--- src/rtl/scg_pkg.sv ---
package scg_pkg;

    typedef enum logic [1:0] {
        PKG_ACTIVE    = 2'd0,
        PKG_FLUSHING  = 2'd1,
        PKG_DEEP_IDLE = 2'd2,
        PKG_RESTORING = 2'd3
    } pkg_state_e;

    // One command per cycle, applied to the section at the sequencer cursor.
    typedef struct packed {
        logic gate;
        logic power_up;
        logic set_ready;
        logic clr_ready;
    } sec_cmd_t;

    localparam sec_cmd_t CMD_NONE = '0;

endpackage

--- src/rtl/scg_core_watch.sv ---
module scg_core_watch #(
    parameter int NUM_CORES = 4
) (
    input  logic [NUM_CORES-1:0] core_idle,
    output logic                 all_idle
);
    assign all_idle = &core_idle;
endmodule

--- src/rtl/scg_settle_timer.sv ---
module scg_settle_timer #(
    parameter int SETTLE_CYCLES = 4
) (
    input  logic clk,
    input  logic rst,
    input  logic start,
    output logic expired
);
    localparam int CW = (SETTLE_CYCLES > 1) ? $clog2(SETTLE_CYCLES) : 1;
    localparam logic [CW-1:0] LAST = CW'(SETTLE_CYCLES - 1);

    logic          running;
    logic [CW-1:0] cnt;

    always_ff @(posedge clk) begin
        if (rst) begin
            running <= 1'b0;
            cnt     <= '0;
        end else if (start) begin
            running <= 1'b1;
            cnt     <= '0;
        end else if (running) begin
            if (cnt == LAST) running <= 1'b0;
            else             cnt     <= cnt + CW'(1);
        end
    end

    assign expired = running && (cnt == LAST);

    assert_timer_bound_R7: assert property (@(posedge clk) disable iff (rst)
        running |-> (cnt <= LAST));
endmodule

--- src/rtl/scg_sequencer.sv ---
module scg_sequencer
    import scg_pkg::*;
#(
    parameter int NUM_SECTIONS = 8,
    localparam int SW = $clog2(NUM_SECTIONS)
) (
    input  logic                    clk,
    input  logic                    rst,
    input  logic                    all_idle,
    input  logic [NUM_SECTIONS-1:0] flush_done,
    input  logic                    settled,
    output pkg_state_e              state,
    output logic [SW-1:0]           cur,
    output sec_cmd_t                cmd,
    output logic                    timer_start,
    output logic [NUM_SECTIONS-1:0] flush_req
);
    localparam logic [SW-1:0] TOP = SW'(NUM_SECTIONS - 1);

    // phase 0: prepare the cursor section, phase 1: work on it
    logic phase;
    logic done_hit;

    assign done_hit = (state == PKG_FLUSHING) && phase && flush_done[cur];

    always_comb begin
        cmd         = CMD_NONE;
        timer_start = 1'b0;
        for (int i = 0; i < NUM_SECTIONS; i++) begin
            flush_req[i] = (state == PKG_FLUSHING) && phase && (cur == SW'(i));
        end
        case (state)
            PKG_FLUSHING: begin
                if (!phase)        cmd.clr_ready = 1'b1;
                else if (done_hit) cmd.gate      = 1'b1;
            end
            PKG_RESTORING: begin
                if (!phase) begin
                    cmd.power_up = 1'b1;
                    timer_start  = 1'b1;
                end else if (settled) begin
                    cmd.set_ready = 1'b1;
                end
            end
            default: ;
        endcase
    end

    always_ff @(posedge clk) begin
        if (rst) begin
            state <= PKG_ACTIVE;
            cur   <= TOP;
            phase <= 1'b0;
        end else begin
            case (state)
                PKG_ACTIVE: begin
                    if (all_idle) begin
                        state <= PKG_FLUSHING;
                        cur   <= TOP;
                        phase <= 1'b0;
                    end
                end
                PKG_FLUSHING: begin
                    if (!phase) begin
                        phase <= 1'b1;
                    end else if (done_hit) begin
                        phase <= 1'b0;
                        if (cur == '0)     state <= PKG_DEEP_IDLE;
                        else if (!all_idle) state <= PKG_RESTORING;
                        else               cur   <= cur - SW'(1);
                    end
                end
                PKG_DEEP_IDLE: begin
                    if (!all_idle) begin
                        state <= PKG_RESTORING;
                        cur   <= '0;
                        phase <= 1'b0;
                    end
                end
                PKG_RESTORING: begin
                    if (!phase) begin
                        phase <= 1'b1;
                    end else if (settled) begin
                        phase <= 1'b0;
                        if (cur == TOP) state <= PKG_ACTIVE;
                        else            cur   <= cur + SW'(1);
                    end
                end
                default: state <= PKG_ACTIVE;
            endcase
        end
    end

    assert_req_onehot_R3: assert property (@(posedge clk) disable iff (rst)
        $onehot0(flush_req));

    assert_req_in_flush_R3: assert property (@(posedge clk) disable iff (rst)
        (flush_req != '0) |-> (state == PKG_FLUSHING));
endmodule

--- src/rtl/scg_section_mask.sv ---
module scg_section_mask
    import scg_pkg::*;
#(
    parameter int NUM_SECTIONS = 8,
    localparam int SW = $clog2(NUM_SECTIONS)
) (
    input  logic                    clk,
    input  logic                    rst,
    input  sec_cmd_t                cmd,
    input  logic [SW-1:0]           idx,
    output logic [NUM_SECTIONS-1:0] pwr_en,
    output logic [NUM_SECTIONS-1:0] ready
);
    always_ff @(posedge clk) begin
        if (rst) begin
            pwr_en <= '1;
            ready  <= '1;
        end else begin
            if (cmd.gate)      pwr_en[idx] <= 1'b0;
            if (cmd.power_up)  pwr_en[idx] <= 1'b1;
            if (cmd.set_ready) ready[idx]  <= 1'b1;
            if (cmd.clr_ready) ready[idx]  <= 1'b0;
        end
    end

    assert_usable_powered_R8: assert property (@(posedge clk) disable iff (rst)
        (ready & ~pwr_en) == '0);

    assert_single_transit_R6: assert property (@(posedge clk) disable iff (rst)
        $countones(pwr_en & ~ready) <= 1);
endmodule

--- src/rtl/scg_lookup_gate.sv ---
module scg_lookup_gate #(
    parameter int NUM_SECTIONS = 8,
    localparam int SW = $clog2(NUM_SECTIONS)
) (
    input  logic [NUM_SECTIONS-1:0] usable,
    input  logic                    lk_valid,
    input  logic [SW-1:0]           lk_sec,
    input  logic                    lk_tag_hit,
    output logic                    lk_hit,
    output logic                    lk_alloc_ok
);
    logic sel_ok;

    always_comb begin
        sel_ok = 1'b0;
        for (int i = 0; i < NUM_SECTIONS; i++) begin
            if (lk_sec == SW'(i)) sel_ok = usable[i];
        end
    end

    assign lk_hit      = lk_valid && lk_tag_hit && sel_ok;
    assign lk_alloc_ok = lk_valid && sel_ok;
endmodule

--- src/rtl/scg_ctrl.sv ---
module scg_ctrl
    import scg_pkg::*;
#(
    parameter int NUM_CORES     = 4,
    parameter int NUM_SECTIONS  = 8,
    parameter int SETTLE_CYCLES = 4,
    localparam int SW = $clog2(NUM_SECTIONS)
) (
    input  logic                    clk,
    input  logic                    rst,
    input  logic [NUM_CORES-1:0]    core_idle,
    output logic [NUM_SECTIONS-1:0] flush_req,
    input  logic [NUM_SECTIONS-1:0] flush_done,
    output logic [NUM_SECTIONS-1:0] sec_pwr_en,
    output logic [NUM_SECTIONS-1:0] sec_usable,
    input  logic                    lk_valid,
    input  logic [SW-1:0]           lk_sec,
    input  logic                    lk_tag_hit,
    output logic                    lk_hit,
    output logic                    lk_alloc_ok,
    output logic [1:0]              pkg_state
);
    logic          all_idle;
    logic          settled;
    logic          timer_start;
    pkg_state_e    state;
    logic [SW-1:0] cur;
    sec_cmd_t      cmd;

    scg_core_watch #(.NUM_CORES(NUM_CORES)) u_watch (
        .core_idle (core_idle),
        .all_idle  (all_idle)
    );

    scg_settle_timer #(.SETTLE_CYCLES(SETTLE_CYCLES)) u_timer (
        .clk     (clk),
        .rst     (rst),
        .start   (timer_start),
        .expired (settled)
    );

    scg_sequencer #(.NUM_SECTIONS(NUM_SECTIONS)) u_seq (
        .clk         (clk),
        .rst         (rst),
        .all_idle    (all_idle),
        .flush_done  (flush_done),
        .settled     (settled),
        .state       (state),
        .cur         (cur),
        .cmd         (cmd),
        .timer_start (timer_start),
        .flush_req   (flush_req)
    );

    scg_section_mask #(.NUM_SECTIONS(NUM_SECTIONS)) u_mask (
        .clk    (clk),
        .rst    (rst),
        .cmd    (cmd),
        .idx    (cur),
        .pwr_en (sec_pwr_en),
        .ready  (sec_usable)
    );

    scg_lookup_gate #(.NUM_SECTIONS(NUM_SECTIONS)) u_lookup (
        .usable      (sec_usable),
        .lk_valid    (lk_valid),
        .lk_sec      (lk_sec),
        .lk_tag_hit  (lk_tag_hit),
        .lk_hit      (lk_hit),
        .lk_alloc_ok (lk_alloc_ok)
    );

    assign pkg_state = state;

    generate
        for (genvar g = 0; g < NUM_SECTIONS; g++) begin : g_gate_chk
            assert_gate_after_done_R4: assert property (@(posedge clk) disable iff (rst)
                $fell(sec_pwr_en[g]) |-> $past(flush_req[g] && flush_done[g]));
        end
    endgenerate

    assert_deep_dark_R5: assert property (@(posedge clk) disable iff (rst)
        (state == PKG_DEEP_IDLE) |-> (sec_pwr_en == '0));

    assert_flush_entry_R2: assert property (@(posedge clk) disable iff (rst)
        (state == PKG_FLUSHING && $past(state == PKG_ACTIVE)) |-> $past(all_idle));
endmodule

--- config.mk ---
export PLATFORM = sky130hd
export DESIGN_NAME = scg_ctrl
export DESIGN_NICKNAME = d
export VERILOG_FILES = /design/src/rtl/scg_pkg.sv /design/src/rtl/scg_core_watch.sv /design/src/rtl/scg_settle_timer.sv /design/src/rtl/scg_sequencer.sv /design/src/rtl/scg_section_mask.sv /design/src/rtl/scg_lookup_gate.sv /design/src/rtl/scg_ctrl.sv
export SDC_FILE = /design/constraint.sdc
export NUM_CORES = 1
export LEC_CHECK = 0
export BUFFER_PORTS_ARGS = -buffer_cell sky130_fd_sc_hd__buf_2
export CAP_MARGIN = 20
export CORE_UTILIZATION = 55
export CTS_CLUSTER_DIAMETER = 120
export DETAILED_ROUTE_END_ITERATION = 12
export HOLD_SLACK_MARGIN = 0.12
export PLACE_DENSITY = 0.95
export RECOVER_POWER = 100
export SLEW_MARGIN = 20
export SYNTH_ARGS = -nofsm -noshare
export SYNTH_HDL_FRONTEND = slang
export SYNTH_SLANG_ARGS = --single-unit
--- constraint.sdc ---
create_clock -name clk -period 3.8 [get_ports clk]
set_input_delay 0.57 -clock clk [delete_from_list [all_inputs] [get_ports clk]]
set_output_delay 0.57 -clock clk [all_outputs]
set_load 0.03 [all_outputs]
==> results.yml <==
place:
  place_congestion: 0.935
  detailedPlacementHpwl_mm: 2.72
  postPlaceCellArea_um2: 1730
  post-place-cells: 243
  place.port_buffers: 46
routing:
  antenna_left: 0
  route.detailed.vias_per_inst: 5.95
  postRouteWirelength_mm: 3.67
  dr_total_vias: 1470
  detail_route.first_pass.iterations: 4
  wire_per_inst_um: 14.9
  drt_drc_violations_left: 0
  detail_route.iter0.violations: 56
sta:
  rsz_0062_raised_after_global_routing: "false"
  setup_tns_ps: 0
  timing.final.crit_share_pct: 76.6
  skew_ps: 4.62
  hold_slack_ps: 508
  worst-slew-pin-transition_ps: 824
  slew_headroom_pct: 44.9
  finalHoldViolations: 0
  final-max-slew-violation-count: 0
  fmax_mhz: 343
  period_minus_slack_ps: 2910
  timing.final.setup_violations: 0
cells_and_area:
  diodes: 0
  layout.cells.non_filler: 247
  final_design_area_no_fill_um2: 1710
  nets: 245
  post_route_cells_drive_above_1_share_pct: 16.6
  area_growth_pct: 10.9
setup_path:
  worst-endpoint-required_ps: 3230
  worst_r2r_path_depth: 5
  startpoint_type: "flop"
  timing.critical_path.arrival_ps: 2340
  cp_num_cells: 4
  cp_num_buf_inv: 1
  start_to_end_type_of_the_worst_setup_path: "reg2out"
  worst_path_largest_cell_delay_ps: 670
  timing.critical_path.slowest_stage_cell: "nor2_1"
  timing.critical_path.cells: "nand2_1 > nor2_1 > and3_1 > clkbuf_1"
  setup.worst_path.end_class: "output port"
  cp_max_fo: 14
  critPathTopFamily: "simple AND/OR/NAND/NOR gates"
synthesis:
  synth_cells: 179
  most_area_hungry_cell_type_in_the_yosys_netlist: "dfxtp_1"
  yosys-top-cells-count: "25 x dfxtp_1, 23 x a21oi_1, 17 x nor2_1"
  dominantRegCellSynth: "dfxtp_1"
  post-synth-top-count-cell: "dfxtp_1"
  synth_top_area_share_pct: 32.5
  synth.cell_area_um2: 1540
  synth.distinct_cells: 37
  net_count_of_the_mapped_netlist: 206
  ys_seq_elements: 25
  netlist_top_cells_area: "dfxtp_1 32%, a21oi_1 7.5%, ha_1 6.5%"
  synthArstFlopShare_pct: 0
  syn_area_per_cell_um2: 8.61
  synth.yosys.seq_area_share_pct: 32.5
  synthesis.yosys.warnings: 0
  synth-edff-count: 0
floorplanning:
  floorplan.die.height_um: 54.9
  die_area_um2: 3020
  initial_core_utilization_pct: 60.0
  fp.coreArea_um2: 2570
  design.portCount: 47
  die-width_um: 54.9
  core.rowCount: 18
cts:
  numCtsBuffers: 3
  ctsHtreeMaxLevel: 1
  clock_tree_from_tritoncts: "built"
  cts.hold.buffers_added: 0
  clock_pin_transition_on_the_worst_setup_and_hold_timing_paths_ps: 140
  clock_insertion_delay_worst_skew_ps: 330
  post_cts_resized: 0
  cts_root_buffer: "clkbuf_4"
  cts.sinks: 25
  post_cts.repair.setup_buffers: 0
  cts_buffer_depth: 2
global_route:
  grt_util_all_layers_pct: 25.9
  use_met3_pct: 6.83
  grt_max_degree: 30
  gr-max-usage-layer: "met2"
  wire_length_of_the_first_global_routing_pass_mm: 5.59
  globalRouteOverflowTotal: 0
  grt_use_met2_pct: 38.6
  grt_antenna_before_repair: 0
  via_count_of_the_first_global_routing_pass: 1215
  gr-usage-met1_pct: 36.3
power:
  p_leak_nw: 0.718
  total_power_mw: 0.454
  pwr_density_cell_nw_per_um2: 266
  ir_worst_vdd_v: 0.000279
hold_path:
  worstHoldPathType: "reg2reg"
  hold_path_depth: 1
job:
  cap_violations: 0
run_status:
  outcome: "complete, no violations"
-- routing by layer --
| metal | up-vias | share of wire (%) |
|---|---|---|
| met3 | 9 | 6.9 |
| met2 | 56 | 48 |
| met4 | 0 | 1.4 |
| li1 | 737 | - |
| met1 | 668 | 44 |
| met5 | - | 0 |
-- flip-flops by register name (all words and copies together) (netlist names), named ones only --
| register | count |
|---|---|
| u_mask.ready | 8 |
| u_seq.state | 2 |
| u_mask.pwr_en | 6 |
| u_seq.phase | 1 |
| u_seq.cur | 3 |
| u_timer.running | 1 |
| u_timer.cnt | 2 |
-- stage by stage --
stage | utilization, % | setup slack [ps]
after floorplan | - | 1440
after global placement | 67.5 | 1480
after detailed placement | 67.5 | 1420
after CTS | 68.7 | 1030
after global routing | 66.6 | 704
final | 66.6 | 888
-- final cells by class --
class	count	area (um^2)
Clock inverter	1	8.76
Clock buffer	3	22.5
Tap cell	30	37.5
Fill cell	234	858
Timing Repair Buffer	46	195
Inverter	6	22.5
Sequential cell	25	500
Multi-Input combinational cell	136	922
-- path summary, 6_finish.rpt --
| check | from | end | slack [ps] |
|---|---|---|---|
| worst min register to register | u_mask.pwr_en[7] | u_mask.pwr_en[7] | 510 |
| worst max register to register | u_seq.cur[0] | u_seq.cur[1] | 1280 |
| worst min-delay path | u_mask.pwr_en[7] | u_mask.pwr_en[7] | 510 |
| worst max-delay path | u_seq.state[0] | flush_req[2] | 890 |
-- where the power goes --
part | internal [mW] | switching, mW
logic | 0.0207 | 0.0327
clock network | 0.0430 | 0.0871
registers | 0.265 | 0.00622
total | 0.328 | 0.126
-- worst reg2reg max path: cells and delay by family (launching register included) --
kind	cells	cell delay (ps)
AO/OA/AOI/OAI	4	1160
flip-flops	1	660
AND/OR/NAND/NOR	1	620
-- placed cells by master (no fill, tap or decap), types with 2 or more instances in the layout --
cell       n
a211o_1    3
a21oi_1   23
a221o_1    9
and3_1     7
buf_2     18
clkbuf_1  28
clkbuf_4   3
dfxtp_1   25
ha_1       8
inv_1      5
mux2i_1    6
mux4_2     2
nand2_1    5
nand2b_1   2
nand3_1   12
nand3b_1   2
nand4_1    2
nor2_1    17
nor2b_1    2
nor3_1     8
o21ai_0    3
o41ai_1    2
or2_2      9
xnor2_1    3
-- cell families (layout without fill, tap and decap cells) --
kind of cell | Yosys count | after routing | share of synthesized area (%)
and+or+nand+nor | 72 | 72 | 24.8
buffers and inverters | 18 | 56 | 6.41
adders and majority gates | 8 | 8 | 6.49
DFF | 25 | 25 | 32.5
xor gates and xnor gates | 3 | 3 | 1.70
muxes | 8 | 8 | 6.82
AOI/OAI and AO/OA | 45 | 45 | 21.3
No activity file was read; power rests on OpenSTA's default activity.
